`config.mk`:
```
export PLATFORM = sky130hd
export DESIGN_NAME = rs485_dir_ctrl
export DESIGN_NICKNAME = d
export VERILOG_FILES = /design/src/rtl/rs485_dir_pkg.sv /design/src/rtl/rs485_turn_cnt.sv /design/src/rtl/rs485_dir_fsm.sv /design/src/rtl/rs485_dir_drv.sv /design/src/rtl/rs485_dir_ctrl.sv
export SDC_FILE = /design/constraint.sdc
export NUM_CORES = 1
export LEC_CHECK = 0
export BUFFER_PORTS_ARGS = -buffer_cell sky130_fd_sc_hd__buf_2
export CAP_MARGIN = 20
export CORE_MARGIN = 1
export CORE_UTILIZATION = 45
export DETAILED_ROUTE_END_ITERATION = 8
export GPL_TIMING_DRIVEN = 0
export HOLD_SLACK_MARGIN = 0.02
export PLACE_DENSITY = 0.74
export SETUP_SLACK_MARGIN = 0.3
export SLEW_MARGIN = 20
export SYNTH_ARGS = -nofsm -noshare
export SYNTH_HDL_FRONTEND = slang
export SYNTH_SLANG_ARGS = --single-unit
```
`constraint.sdc`:
```
create_clock -name clk -period 3.6 [get_ports clk]
set_input_delay 0.72 -clock clk [delete_from_list [all_inputs] [get_ports clk]]
set_output_delay 0.72 -clock clk [all_outputs]
set_load 0.01 [all_outputs]
```
`src/rtl/rs485_dir_pkg.sv`:
```
package rs485_dir_pkg;
  typedef enum logic [1:0] {
    ST_IDLE = 2'd0,
    ST_SEND = 2'd1,
    ST_HOLD = 2'd2
  } dir_state_e;
endpackage

```
`src/rtl/rs485_turn_cnt.sv`:
```
module rs485_turn_cnt #(
  parameter int W = 8
) (
  input  logic         clk,
  input  logic         rst,
  input  logic         clr,
  input  logic         load,
  input  logic [W-1:0] load_val,
  input  logic         dec,
  output logic         cnt_last
);
  localparam logic [W-1:0] ONE = W'(1);

  logic [W-1:0] cnt_q;

  always_ff @(posedge clk) begin
    if (rst || clr) cnt_q <= '0;
    else if (load)  cnt_q <= load_val;
    else if (dec)   cnt_q <= cnt_q - ONE;
  end

  assign cnt_last = (cnt_q == ONE);


  dec_nonzero_chk: assert property (@(posedge clk) disable iff (rst)
    dec |-> (cnt_q != '0));
endmodule

```
`src/rtl/rs485_dir_fsm.sv`:
```
module rs485_dir_fsm
  import rs485_dir_pkg::*;
(
  input  logic       clk,
  input  logic       rst,
  input  logic       en,
  input  logic       tx_busy,
  input  logic       stop_done,
  input  logic       bit_tick,
  input  logic       dly_zero,
  input  logic       cnt_last,
  output dir_state_e state_q,
  output logic       cnt_load,
  output logic       cnt_dec,
  output logic       cnt_clr,
  output logic       drive_next
);
  dir_state_e nxt;

  always_comb begin
    nxt      = state_q;
    cnt_load = 1'b0;
    cnt_dec  = 1'b0;
    cnt_clr  = 1'b0;
    if (!en) begin
      nxt     = ST_IDLE;
      cnt_clr = 1'b1;
    end else begin
      case (state_q)
        ST_IDLE: if (tx_busy) nxt = ST_SEND;
        ST_SEND: begin
          if (stop_done && !tx_busy) begin
            if (dly_zero) nxt = ST_IDLE;
            else begin
              nxt      = ST_HOLD;
              cnt_load = 1'b1;
            end
          end
        end
        ST_HOLD: begin
          if (tx_busy) begin
            nxt     = ST_SEND;
            cnt_clr = 1'b1;
          end else if (bit_tick) begin
            cnt_dec = 1'b1;
            if (cnt_last) nxt = ST_IDLE;
          end
        end
        default: nxt = ST_IDLE;
      endcase
    end
  end

  assign drive_next = (nxt != ST_IDLE);

  always_ff @(posedge clk) begin
    if (rst) state_q <= ST_IDLE;
    else     state_q <= nxt;
  end
endmodule

```
`src/rtl/rs485_dir_drv.sv`:
```
module rs485_dir_drv (
  input  logic clk,
  input  logic rst,
  input  logic pol,
  input  logic drive_next,
  output logic dir_out
);
  always_ff @(posedge clk) begin
    if (rst)             dir_out <= 1'b1;
    else if (drive_next) dir_out <= pol;
    else                 dir_out <= ~pol;
  end
endmodule

```
`src/rtl/rs485_dir_ctrl.sv`:
```
module rs485_dir_ctrl
  import rs485_dir_pkg::*;
#(
  parameter int DLY_W = 8
) (
  input  logic             clk,
  input  logic             rst,
  input  logic             cfg_en,
  input  logic             cfg_pol,
  input  logic [DLY_W-1:0] cfg_delay,
  input  logic             bit_tick,
  input  logic             tx_busy,
  input  logic             stop_done,
  output logic             dir_out
);
  dir_state_e state_q;
  logic cnt_load, cnt_dec, cnt_clr, cnt_last, drive_next;
  logic dly_zero;

  assign dly_zero = (cfg_delay == '0);

  rs485_dir_fsm fsm_i (
    .clk(clk), .rst(rst), .en(cfg_en), .tx_busy(tx_busy),
    .stop_done(stop_done), .bit_tick(bit_tick), .dly_zero(dly_zero),
    .cnt_last(cnt_last), .state_q(state_q), .cnt_load(cnt_load),
    .cnt_dec(cnt_dec), .cnt_clr(cnt_clr), .drive_next(drive_next)
  );

  rs485_turn_cnt #(.W(DLY_W)) cnt_i (
    .clk(clk), .rst(rst), .clr(cnt_clr), .load(cnt_load),
    .load_val(cfg_delay), .dec(cnt_dec), .cnt_last(cnt_last)
  );

  rs485_dir_drv drv_i (
    .clk(clk), .rst(rst), .pol(cfg_pol),
    .drive_next(drive_next), .dir_out(dir_out)
  );


  off_idle_chk: assert property (@(posedge clk) disable iff (rst)
    !cfg_en |=> (dir_out == !$past(cfg_pol)));


  send_level_chk: assert property (@(posedge clk) disable iff (rst)
    (cfg_en && tx_busy) |=> (dir_out == $past(cfg_pol)));


  zero_release_chk: assert property (@(posedge clk) disable iff (rst)
    (cfg_en && state_q == ST_SEND && stop_done && !tx_busy && dly_zero)
      |=> (dir_out == !$past(cfg_pol)));


  abandon_chk: assert property (@(posedge clk) disable iff (rst)
    (cfg_en && state_q == ST_HOLD && tx_busy) |=> (state_q == ST_SEND));
endmodule

```
==> results.cfg <==
[status]
status = complete, no violations

[final_layout]
stdcell_count = 113
n_fill_cell = 130
drive_above_1_share = 0.276
area_growth_syn_to_layout_pct = 17.0
ff_latch_area_um2 = 220
n_antenna_cell = 0
final_nets = 116
multi_input_area_um2 = 453

[cts]
cts_made_buffers = 3
clock_latency_ns = 0.27
clk_pin_slew_worst_paths_ns = 0.07
cts_sinks = 11
post_cts_buffers = 0
cts-htree-levels = 1
tritoncts = done
cts_hold_buf = 0
root_buffer = clkbuf_4
cts_repair_resize_count = 0
clk_path_buf_depth = 2

[sta]
grt_setup_unrepaired = false
finalSetupViolCount = 0
period_needed_ns = 1.82
slew_headroom = 0.662
slew_viol_final = 0
fmax_mhz = 548
period_share = 0.506
fin_worst_skew_ns = 0.000932
worst_slew_pin_slew_ns = 0.505
finalSetupTns_ns = 0
hold_viol = 0

[floorplanning]
io_pins = 16
initial_core_util = 0.511
dieWidth_um = 41.6
core_um2 = 1380
std_cell_rows = 13
die_y_um = 41.6
die_area_um2 = 1730

[detailed_routing]
first_pass_iters = 4
drt_iter0_drc = 28
wirelength_um = 1490
wire_per_inst_um = 13.2
vias = 620
drc = 0
antenna_left = 0
vias_per_cell = 5.49

[power]
cellLeakagePower_uw = 0.000309
peakVddDrop_uv = 302
powerDensity_nw_per_um2 = 285

[synthesis]
seq_area_frac_synth = 0.312
ys_warn_count = 0
synth_area_um2 = 707
synth_area_per_cell_um2 = 8.95
synthesis.nets = 96
synth_seq_cells = 11
syn_inst = 79
ys_types = 33

[critical_path]
endpoint_kind = register
required_ns = 3.76
setup.worst_path.class = primary input to register
critPathArrivalTime_ns = 1.98
setup.worst_path.start_class = primary input
crit_fanout = 8

[placement]
io_buffers = 15
gp_congestion = 0.792
placed_cells = 109
dp_hpwl_um = 1090

[global_route]
grt_max_degree = 11
antenna_found_initial = 0
track_usage = 0.194
overflow = 0
first_global_vias = 555
grt_pass1_wl_um = 2490

[hold_path]
worstHoldPathType = register to register

[run]
max_cap_viol_count = 0
-- layout make-up --
class,instances,area share
Inverter,5,0.0227
Clock buffer,4,0.0318
Buffer,1,0.0182
Timing Repair Buffer,15,0.0908
Multi-Input combinational cell,62,0.548
Tap cell,15,0.0227
Sequential cell,11,0.266
-- cells by family after synthesis --
logic type	share of synthesized area
AOI/OAI and AO/OA	0.205
xor gates and xnor gates	0.0496
adders and majority gates	0.0354
buffers and inverters	0.0478
DFF	0.312
muxes	0.0142
and+or+nand+nor	0.336
-- metrics by stage --
step / power (uW) / instance area (um^2) / hold WS (ns) / setup slack [ns] / utilization
6_report: 236 / 827 / 0.503 / 1.78 / 0.598
5_1_grt: 249 / 827 / 0.548 / 1.66 / 0.598
4_1_cts: 238 / 827 / 0.507 / 1.77 / 0.598
3_5_place_dp: 153 / 801 / 0.496 / 1.48 / 0.579
3_3_place_gp: 152 / 801 / 0.493 / 1.49 / 0.579
2_1_floorplan: 139 / 707 / 0.479 / 1.79 / -
-- synthesized netlist by cell type --
cell | number | area [um^2]
a211oi_2 | 2 | 25.0
a21o_1 | 1 | 7.51
a21oi_1 | 8 | 40.0
a21oi_2 | 1 | 8.76
a221oi_2 | 1 | 15.0
a222oi_1 | 1 | 10.0
a22oi_1 | 3 | 22.5
a31oi_1 | 1 | 6.26
and2_1 | 1 | 6.26
and2_4 | 1 | 8.76
and3b_1 | 1 | 8.76
and4bb_1 | 1 | 12.5
buf_8 | 1 | 15.0
dfxtp_1 | 11 | 220
ha_1 | 2 | 25.0
inv_1 | 5 | 18.8
mux2i_1 | 1 | 10.0
nand2_1 | 10 | 37.5
nand3_1 | 2 | 10.0
nand3b_1 | 2 | 15.0
nand4_1 | 2 | 12.5
nand4b_4 | 1 | 23.8
nor2_1 | 6 | 22.5
nor2b_1 | 1 | 6.26
nor3_1 | 2 | 10.0
nor4_1 | 2 | 12.5
nor4_4 | 1 | 21.3
nor4b_4 | 1 | 23.8
o21ai_0 | 1 | 5.00
o21ai_1 | 1 | 5.00
or2_0 | 1 | 6.26
xnor2_1 | 1 | 8.76
xor2_1 | 3 | 26.3
-- report_power, final --
part	total [uW]	internal, uW	switching [uW]
registers	125	123	1.28
clock network	85.6	43.0	42.6
logic	25.6	12.1	13.5
-- metal layers --
metal  GRT usage  wire length (um)  up-vias
li1            -                 -      327
met1       0.241               763      275
met2       0.284               626       14
met3      0.0565                51        4
met4       0.135                48        0
met5           0                 0        -
-- critical path: stages --
cell and delay (ns):
buf_2 0.09, nand2_1 0.07, nor4b_4 0.51, nand2_1 0.28, o21ai_0 0.25, a21oi_1 0.06
-- path summary, 6_finish.rpt --
kind                                        from        endpoint  slack (ns)  cells past startpoint
worst max-delay path                   stop_done  cnt_i.cnt_q[0]        1.78                      6
worst min-delay path              cnt_i.cnt_q[6]  cnt_i.cnt_q[6]        0.50                      2
worst max register to register  fsm_i.state_q[0]  cnt_i.cnt_q[0]        1.90                      5
worst min register to register    cnt_i.cnt_q[6]  cnt_i.cnt_q[6]        0.50                      2
-- placed cells by master, fill, tap and decap left out --
master,n
mux2i_1,1
o21ai_0,1
ha_1,2
a222oi_1,1
nand4_1,2
a21oi_2,1
and3b_1,1
xor2_1,3
nor3_1,2
buf_8,1
nand3_1,2
a21oi_1,8
clkbuf_4,3
dfxtp_1,11
a211oi_2,2
and2_4,1
a221oi_2,1
nor4_4,1
and4bb_1,1
nor2_1,6
a21o_1,1
nor2b_1,1
nor4b_4,1
a22oi_1,3
nand3b_1,2
buf_2,15
a31oi_1,1
and2_1,1
o21ai_1,1
inv_1,5
nor4_1,2
xnor2_1,1
nand2_1,10
clkbuf_1,1
or2_0,1
nand4b_4,1
-- flip-flops by register name, summed over array words and instances, names as in the netlist --
register       count
fsm_i.state_q      2
drv_i.dir_out      1
cnt_i.cnt_q        8
Power figures use the tool's default switching activity.
